## src/rtl/seq_pkg.sv

```systemverilog
`timescale 1ns/1ps
package seq_pkg;
  typedef enum logic [1:0] {
    REG_CFG  = 2'd0,
    REG_PC   = 2'd1,
    REG_CAP  = 2'd2,
    REG_NONE = 2'd3
  } reg_sel_e;

  localparam int CFG_HALT_BIT = 0;
  localparam int CFG_CLR_BIT  = 1;
  localparam int CFG_OFF_BIT  = 2;
  localparam int CFG_IDLE_BIT = 3;
  localparam int CFG_LE_LSB   = 8;

  typedef struct packed {
    logic halt_mode;
    logic rd_clr;
    logic off_req;
  } ctl_t;
endpackage

```

## src/rtl/seq_capture.sv

```systemverilog
`timescale 1ns/1ps
module seq_capture #(
  parameter int DATA_W = 16
) (
  input  logic              clk_i,
  input  logic              rst_ni,
  input  logic              stb_i,
  input  logic [DATA_W-1:0] data_i,
  input  logic              clr_i,
  output logic [DATA_W-1:0] cap_o
);
  logic [DATA_W-1:0] cap_q;

  // new event beats a clearing read
  always_ff @(posedge clk_i or negedge rst_ni) begin
    if (!rst_ni)     cap_q <= '0;
    else if (stb_i)  cap_q <= data_i;
    else if (clr_i)  cap_q <= '0;
  end

  assign cap_o = cap_q;
endmodule

```

## src/rtl/seq_engine.sv

```systemverilog
`timescale 1ns/1ps
module seq_engine #(
  parameter int ADDR_W   = 9,
  parameter int STEP_CYC = 4
) (
  input  logic              clk_i,
  input  logic              rst_ni,
  input  logic              halt_mode_i,
  input  logic              off_req_i,
  input  logic [ADDR_W-1:0] loop_end_i,
  input  logic              susp_i,
  output logic [ADDR_W-1:0] pc_o,
  output logic              step_o,
  output logic              halted_o,
  output logic              idle_o
);
  localparam int CNT_W = (STEP_CYC > 1) ? $clog2(STEP_CYC) : 1;

  logic              last;
  logic              at_start;
  logic              stall;
  logic              adv;
  logic              idle_q;
  logic [ADDR_W-1:0] pc_q;

  assign stall = halt_mode_i && susp_i && at_start;
  assign adv   = !idle_q && !stall;

  generate
    if (STEP_CYC == 1) begin : g_single
      assign last     = 1'b1;
      assign at_start = 1'b1;
    end else begin : g_multi
      logic [CNT_W-1:0] cnt_q;
      always_ff @(posedge clk_i or negedge rst_ni) begin
        if (!rst_ni)  cnt_q <= '0;
        else if (adv) cnt_q <= last ? '0 : cnt_q + 1'b1;
      end
      assign last     = (cnt_q == CNT_W'(STEP_CYC - 1));
      assign at_start = (cnt_q == '0);
    end
  endgenerate

  always_ff @(posedge clk_i or negedge rst_ni) begin
    if (!rst_ni) begin
      pc_q   <= '0;
      idle_q <= 1'b0;
    end else begin
      if (idle_q && !off_req_i) idle_q <= 1'b0;
      if (adv && last) begin
        if (pc_q >= loop_end_i) begin
          pc_q <= '0;
          if (off_req_i) idle_q <= 1'b1;
        end else begin
          pc_q <= pc_q + 1'b1;
        end
      end
    end
  end

  assign pc_o     = pc_q;
  assign step_o   = adv && last;
  assign halted_o = !idle_q && stall;
  assign idle_o   = idle_q;
endmodule

```

## src/rtl/seq_regs.sv

```systemverilog
`timescale 1ns/1ps
module seq_regs
  import seq_pkg::*;
#(
  parameter int ADDR_W = 9,
  parameter int DATA_W = 16,
  parameter int BUS_W  = 32
) (
  input  logic              clk_i,
  input  logic              rst_ni,
  input  logic              we_i,
  input  logic [1:0]        addr_i,
  input  logic [BUS_W-1:0]  wdata_i,
  input  logic [ADDR_W-1:0] pc_i,
  input  logic              idle_i,
  input  logic [DATA_W-1:0] cap_i,
  output ctl_t              ctl_o,
  output logic [ADDR_W-1:0] loop_end_o,
  output logic [BUS_W-1:0]  rdata_o
);
  reg_sel_e          sel;
  ctl_t              ctl_q;
  logic [ADDR_W-1:0] le_q;
  logic              unused_wdata;

  assign sel          = reg_sel_e'(addr_i);
  assign unused_wdata = ^wdata_i;

  always_ff @(posedge clk_i or negedge rst_ni) begin
    if (!rst_ni) begin
      ctl_q <= '0;
      le_q  <= '1;
    end else if (we_i && sel == REG_CFG) begin
      ctl_q.halt_mode <= wdata_i[CFG_HALT_BIT];
      ctl_q.rd_clr    <= wdata_i[CFG_CLR_BIT];
      ctl_q.off_req   <= wdata_i[CFG_OFF_BIT];
      le_q            <= wdata_i[CFG_LE_LSB +: ADDR_W];
    end
  end

  always_comb begin
    rdata_o = '0;
    unique case (sel)
      REG_CFG: begin
        rdata_o[CFG_HALT_BIT]             = ctl_q.halt_mode;
        rdata_o[CFG_CLR_BIT]              = ctl_q.rd_clr;
        rdata_o[CFG_OFF_BIT]              = ctl_q.off_req;
        rdata_o[CFG_IDLE_BIT]             = idle_i;
        rdata_o[CFG_LE_LSB +: ADDR_W]     = le_q;
      end
      REG_PC:   rdata_o[ADDR_W-1:0] = pc_i;
      REG_CAP:  rdata_o[DATA_W-1:0] = cap_i;
      REG_NONE: rdata_o = '0;
      default:  rdata_o = '0;
    endcase
  end

  assign ctl_o      = ctl_q;
  assign loop_end_o = le_q;
endmodule

```

## src/rtl/tmr_seq_ctrl.sv

```systemverilog
`timescale 1ns/1ps
module tmr_seq_ctrl
  import seq_pkg::*;
#(
  parameter int ADDR_W   = 9,
  parameter int STEP_CYC = 4,
  parameter int DATA_W   = 16,
  parameter int BUS_W    = 32
) (
  input  logic              clk_i,
  input  logic              rst_ni,
  input  logic              dbg_susp_i,
  input  logic              bus_we_i,
  input  logic              bus_re_i,
  input  logic [1:0]        bus_addr_i,
  input  logic [BUS_W-1:0]  bus_wdata_i,
  output logic [BUS_W-1:0]  bus_rdata_o,
  input  logic              cap_stb_i,
  input  logic [DATA_W-1:0] cap_data_i,
  output logic [ADDR_W-1:0] pc_o,
  output logic              step_o,
  output logic              halted_o,
  output logic              idle_o
);
  ctl_t              ctl;
  logic [ADDR_W-1:0] loop_end;
  logic [DATA_W-1:0] cap_q;
  logic              rd_clr_hit;

  assign rd_clr_hit = bus_re_i && (reg_sel_e'(bus_addr_i) == REG_CAP) && ctl.rd_clr;

  seq_regs #(.ADDR_W(ADDR_W), .DATA_W(DATA_W), .BUS_W(BUS_W)) u_regs (
    .clk_i     (clk_i),
    .rst_ni    (rst_ni),
    .we_i      (bus_we_i),
    .addr_i    (bus_addr_i),
    .wdata_i   (bus_wdata_i),
    .pc_i      (pc_o),
    .idle_i    (idle_o),
    .cap_i     (cap_q),
    .ctl_o     (ctl),
    .loop_end_o(loop_end),
    .rdata_o   (bus_rdata_o)
  );

  seq_engine #(.ADDR_W(ADDR_W), .STEP_CYC(STEP_CYC)) u_eng (
    .clk_i      (clk_i),
    .rst_ni     (rst_ni),
    .halt_mode_i(ctl.halt_mode),
    .off_req_i  (ctl.off_req),
    .loop_end_i (loop_end),
    .susp_i     (dbg_susp_i),
    .pc_o       (pc_o),
    .step_o     (step_o),
    .halted_o   (halted_o),
    .idle_o     (idle_o)
  );

  seq_capture #(.DATA_W(DATA_W)) u_cap (
    .clk_i (clk_i),
    .rst_ni(rst_ni),
    .stb_i (cap_stb_i),
    .data_i(cap_data_i),
    .clr_i (rd_clr_hit),
    .cap_o (cap_q)
  );
endmodule

```

## config.mk

```make
export PLATFORM = sky130hd
export DESIGN_NAME = tmr_seq_ctrl
export DESIGN_NICKNAME = d
export VERILOG_FILES = /design/src/rtl/seq_pkg.sv /design/src/rtl/seq_capture.sv /design/src/rtl/seq_engine.sv /design/src/rtl/seq_regs.sv /design/src/rtl/tmr_seq_ctrl.sv
export SDC_FILE = /design/constraint.sdc
export NUM_CORES = 1
export LEC_CHECK = 0
export BUFFER_PORTS_ARGS = -buffer_cell sky130_fd_sc_hd__buf_2
export CAP_MARGIN = 20
export CORE_ASPECT_RATIO = 0.8
export CORE_MARGIN = 2
export CORE_UTILIZATION = 43
export CTS_CLUSTER_DIAMETER = 50
export CTS_CLUSTER_SIZE = 16
export DETAILED_ROUTE_END_ITERATION = 8
export PLACE_DENSITY = 0.73
export SLEW_MARGIN = 25
export SYNTH_ARGS = -nofsm -noshare
export SYNTH_HDL_FRONTEND = slang
export SYNTH_HIERARCHICAL = 1
export SYNTH_SLANG_ARGS = --single-unit
```

## constraint.sdc

```tcl
create_clock -name clk_i -period 2 [get_ports clk_i]
set_input_delay 0.6 -clock clk_i [delete_from_list [all_inputs] [get_ports clk_i]]
set_output_delay 0.6 -clock clk_i [all_outputs]
set_load 0.01 [all_outputs]
```

# Word-level counts from Yosys, hierarchy flattened
# Index checks and enable logic that the tools add are counted.
dict set report word_totals {
  ff_bits 40
  word_cells 43
  latch_bits 0
  mem_bits_ro 0
  out_inout_bits 44
  ram_bits 0
  input_bits 56
  mem_count 0
}
dict set report classes {
  reduce_logical 15
  n_mux 13
  eq_ne 4
  n_div 0
  n_lt_le_gt_ge 1
  n_mul 0
  bitwise_logic 0
  shift 0
  add_sub_neg 2
}
# operator n
set op_table {}
lappend op_table {{$mux 16} 2}
lappend op_table {{$pmux 4 s4} 1}
lappend op_table {{$pmux 7 s2} 1}
lappend op_table {{$add 9x1->9 const B} 1}
lappend op_table {{$ge 9x9->1} 1}
lappend op_table {{$logic_and 1x1->1} 9}
lappend op_table {{$mux 9} 1}
lappend op_table {{$pmux 4 s2} 1}
lappend op_table {{$eq 2x2->1 const B} 3}
lappend op_table {{$mux 1} 5}
lappend op_table {{$logic_not 2->1} 2}
lappend op_table {{$pmux 1 s4} 1}
lappend op_table {{$logic_not 1->1} 3}
lappend op_table {{$add 2x1->2 const B} 1}
lappend op_table {{$eq 2x1->1 const B} 1}
lappend op_table {{$mux 2} 1}
lappend op_table {{$reduce_bool 2->1} 1}

# Longest topological paths before layout
dict set report depth {
  depth_word 6
  ltp_mapped 8
  mapped_depth_nobuf 7
}

# Cells and area by module
# The synthesis kept the hierarchy.
# module cells_per_inst area_per_inst_um2 n_inst seq_area_each_um2
set modules_own_cells {}
lappend modules_own_cells {seq_regs 84 925.9 1 311.5}
lappend modules_own_cells {seq_engine 100 859.6 1 300.3}
lappend modules_own_cells {seq_capture 36 595.6 1 400.4}
lappend modules_own_cells {tmr_seq_ctrl 1 10.0 1 0.0}

# Worst setup path after synthesis
# Ideal clock, no wire load.
dict set report synth_path {
  path_type {input port to output port}
  from {input port bus_addr_i[0]}
  to {output port bus_rdata_o[0]}
  path_buffers 2
  arrival_ns 1.467
  cell_stages 6
  required_ns 1.400
  slack_ns -0.067
  cell_sequence {inv_1 > ha_1 > clkbuf_2 > buf_4 > a22oi_1 > o21ai_0}
}
dict set report synth_via {
  elab_chain_cells 2
  word_cells_on_any_way 5
  classes_between {eq/ne (3); mux (1); reduce/logical (1)}
}
# element line_no
set synth_rtl {}
lappend synth_rtl {{start, declared} tmr_seq_ctrl.sv:15} ;# input logic [1:0] bus_addr_i,
lappend synth_rtl {{$eq 2x2->1 (tied with other cells)} seq_regs.sv:43} ;# unique case (sel)
lappend synth_rtl {{$pmux 4 s4 *} seq_regs.sv:43}
lappend synth_rtl {{end, declared} tmr_seq_ctrl.sv:17} ;# output logic [BUS_W-1:0] bus_rdata_o,
# Every way passes the cells marked *; elsewhere a longest branch is shown, timed or not.

# Final worst setup path
dict set report layout_path {
  from {register u_regs.le_q[2] (netlist: u_regs/loop_end_o[2])}
  to {register u_eng.pc_q[6] (netlist: u_eng/pc_o[6])}
}
dict set report layout_via {
  elab_chain_cells 2
}
# element line_no
set layout_rtl {}
lappend layout_rtl {{start, declared} seq_regs.sv:23} ;# logic [ADDR_W-1:0] le_q;
lappend layout_rtl {{start signal, assigned} seq_regs.sv:37} ;# le_q <= wdata_i[CFG_LE_LSB +: ADDR_W];
lappend layout_rtl {{$ge 9x9->1} seq_engine.sv:51} ;# if (pc_q >= loop_end_i) begin
lappend layout_rtl {{$mux 9} seq_engine.sv:51}
lappend layout_rtl {{end signal, assigned} seq_engine.sv:55} ;# pc_q <= pc_q + 1'b1;
lappend layout_rtl {{end, declared} seq_engine.sv:24} ;# logic [ADDR_W-1:0] pc_q;
# No other way between the ends.
# A chain may end at the register's enable or synchronous reset.

==> metrics.md <==
| Metric | Value |
|---|---|
| Core area | `5410 µm²` |
| Lkg Pwr | `1.59 nW` |
| # hold bufs at CTS | `0` |
| Post-Synthesis Cell Area | `2390 µm²` |
| Number of flops mapped to enable cells by yosys | `0` |
| Setup crit start kind | `register` |
| Pins Over Slew Limit | `0` |
| Maximum vdd drop | `492 µV` |
| Status | `finished with violations` |
| Async S/R FF share, synth | `100%` |
| Pre-antenna DRT Iters | `4` |
| Failing checks | `setup timing` |
| Maximum Capacitance Violations | `0` |
| Critical Path Fanout Max | `5` |
| WL/cell | `16.3 µm` |
| Buffer depth of the longest clock path | `2` |
| GPL Wtd Cong | `0.854` |
| Top-area cell type share of the netlist area | `32.4%` |
| CP Class | `reg2reg` |
| Total gr overflow | `0` |
| Logic gate share of total power | `45.2%` |
| Die width | `87.4 µm` |
| Synth warn | `6` |
| Row count | `24` |
| 1st-iter DRT viols | `112` |
| # nets final | `382` |
| Final period utilization | `105%` |
| Total wire length | `6130 µm` |
| Vias in the first global route | `1898` |
| H-tree levels | `2` |
| Clock root buffer | `clkbuf_8` |
| Syn Area/Cell | `10.8 µm²` |
| Clock Latency Late Sink | `0.29 ns` |
| Die Y | `70.7 µm` |
| Design Power | `3.04 mW` |
| Setup ws final | `-0.0995 ns` |
| First-pass GRT wire length | `9370 µm` |
| Vias | `1958` |
| F_max | `476 MHz` |
| Worst-case clock skew | `0.00657 ns` |
| P_int | `1.93 mW` |
| Area growth from synthesis to layout | `36.3%` |
| # DRC | `0` |
| Worst-path clk slew | `0.08 ns` |
| Final HPWL DP | `4230 µm` |
| CTS tree | `built` |
| Layout cells sized above 1 | `53.7%` |
| RSZ-0062 raised after global routing | `true` |
| Sequential Power Share | `36.2%` |
| Starting Density | `44.2%` |
| Sw Share | `36.6%` |
| Gr usage total | `19.5%` |
| Syn Inst Count | `221` |
| Clock power frac | `18.6%` |
| Post-route ant nets | `0` |
| Sequential area share after synthesis | `42.3%` |
| Vias per cell | `5.21` |
| Critical path arrival | `2.30 ns` |
| #FFs+latches synth | `40` |
| Final hold violation count | `0` |
| Largest net degree at the start of global routing | `24` |
| Post-route minimum period | `2.10 ns` |
| Initial antenna violation count | `0` |
| Synth area leaders | `dfrtp_1, dfstp_2, ha_1` |
| Dpl cell area | `2840 µm²` |
| Layout Cell Area excl Fill | `3260 µm²` |
| CP required | `2.20 ns` |
| CTS buffer count | `5` |
| Final setup viols | `9` |
| Crit. End Element | `register` |
| Pwr dens | `933 nW/µm²` |
| Ports | `100` |
| Filler cell count in the final layout | `448` |
| Synth cell types | `42` |
| HP Class | `in2async` |
| Port buffer count | `64` |
| Psw | `1.11 mW` |
| N_diodes | `0` |
| Synth area leader | `dfrtp_1` |
| Clk sinks | `40` |
| Die area | `6180 µm²` |
| Most frequent cells in the layout | `buf_2, dfrtp_1, buf_4` |
| Ys flop type | `dfrtp_1` |
| Commonest non-fill, non-tap cell in the layout | `buf_2` |
[cell usage after synthesis, types with 6 or more instances]
master	instances
o21ai_0	17
buf_4	16
mux2_4	10
a22oi_1	9
dfrtp_1	31
nor2_1	8
nor2b_1	6
nand2_1	18
a22o_1	20
dfstp_2	9
inv_1	14
ha_1	16
[final timing paths]
path	from	endpoint	cells after the start	slack, ns
worst max register to register	u_regs/loop_end_o[2]	u_eng/pc_o[6]	7	-0.1
min in group clk_i	u_cap/cap_o[9]	u_cap/cap_o[9]	1	0.50
max in group asynchronous	rst_ni	u_regs/loop_end_o[5]	2	1.20
worst min-delay path	rst_ni	u_cap/cap_o[10]	1	0.25
worst min register to register	u_cap/cap_o[9]	u_cap/cap_o[9]	1	0.50
worst max-delay path	u_regs/loop_end_o[2]	u_eng/pc_o[6]	7	-0.1
[routing by layer]
layer  global-route usage, %  routed length (µm)
met5                       0                   0
met4                    5.30                  86
met3                    4.67                 319
met2                    30.3                2900
met1                    27.4                2820
[state kept, by name (all words and copies together) (netlist names)]
signal / flops
u_regs/loop_end_o: 9
u_eng/idle_o: 1
u_cap/cap_o: 16
u_regs/ctl_o: 3
u_eng/g_multi.cnt_q: 2
u_eng/pc_o: 9
[power by group through the flow]
stage               Combinational [mW]  Clock, mW  Sequential (mW)
floorplan                        0.630          0             1.15
global placement                  1.06          0             1.10
detailed placement                1.09          0             1.10
CTS                               1.19      0.579             1.09
global route                      1.50      0.617             1.12
finish                            1.38      0.566             1.10
[critical path, stage by stage, from the launching register on]
cell     delay (ns)
dfstp_2        0.55
inv_2          0.05
ha_4           0.22
a21oi_2        0.14
o21ai_1        0.12
a211o_4        0.37
or2_4          0.29
o31ai_4        0.27
[per-stage QoR]
stage / hold slack, ns / worst slack [ns] / instances / utilization (%) / setup TNS (ns)
after floorplan: 0.304 / 0.00929 / 235 / - / 0
after global placement: 0.481 / -0.275 / 362 / 52.6 / -3.71
after detailed placement: 0.485 / -0.264 / 362 / 52.6 / -3.97
after CTS: 0.251 / -0.0294 / 371 / 57.4 / -0.108
after global routing: 0.268 / -0.116 / 376 / 60.3 / -0.730
final: 0.246 / -0.0995 / 376 / 60.3 / -0.245
[logic make-up after synthesis]
family | Yosys count | share of synthesized area [%]
simple gates | 49 | 10.9
compound gates | 62 | 19.6
fa+ha+maj | 16 | 8.37
mux | 14 | 8.06
other cells | 1 | 0.157
buf+inv | 39 | 10.6
flops | 40 | 42.3
[final cells by class]
class / count / area, µm² / share of cell area (%)
clock buffer: 7 / 86.3 / 2.65
sequential: 40 / 1010 / 31.1
multi-input combinational: 156 / 1400 / 43.0
clock inverter: 1 / 7.51 / 0.230
tap: 65 / 81.3 / 2.50
timing repair buffer: 93 / 609 / 18.7
inverter: 14 / 62.6 / 1.92
[what timing repair did]
item                                    4_1_cts  5_1_grt
resized for setup                            40       26
endpoints found under the setup margin       23       23
buffers inserted                              1        5
pin swaps                                    10       16
No activity file was read; power rests on OpenSTA's default activity.
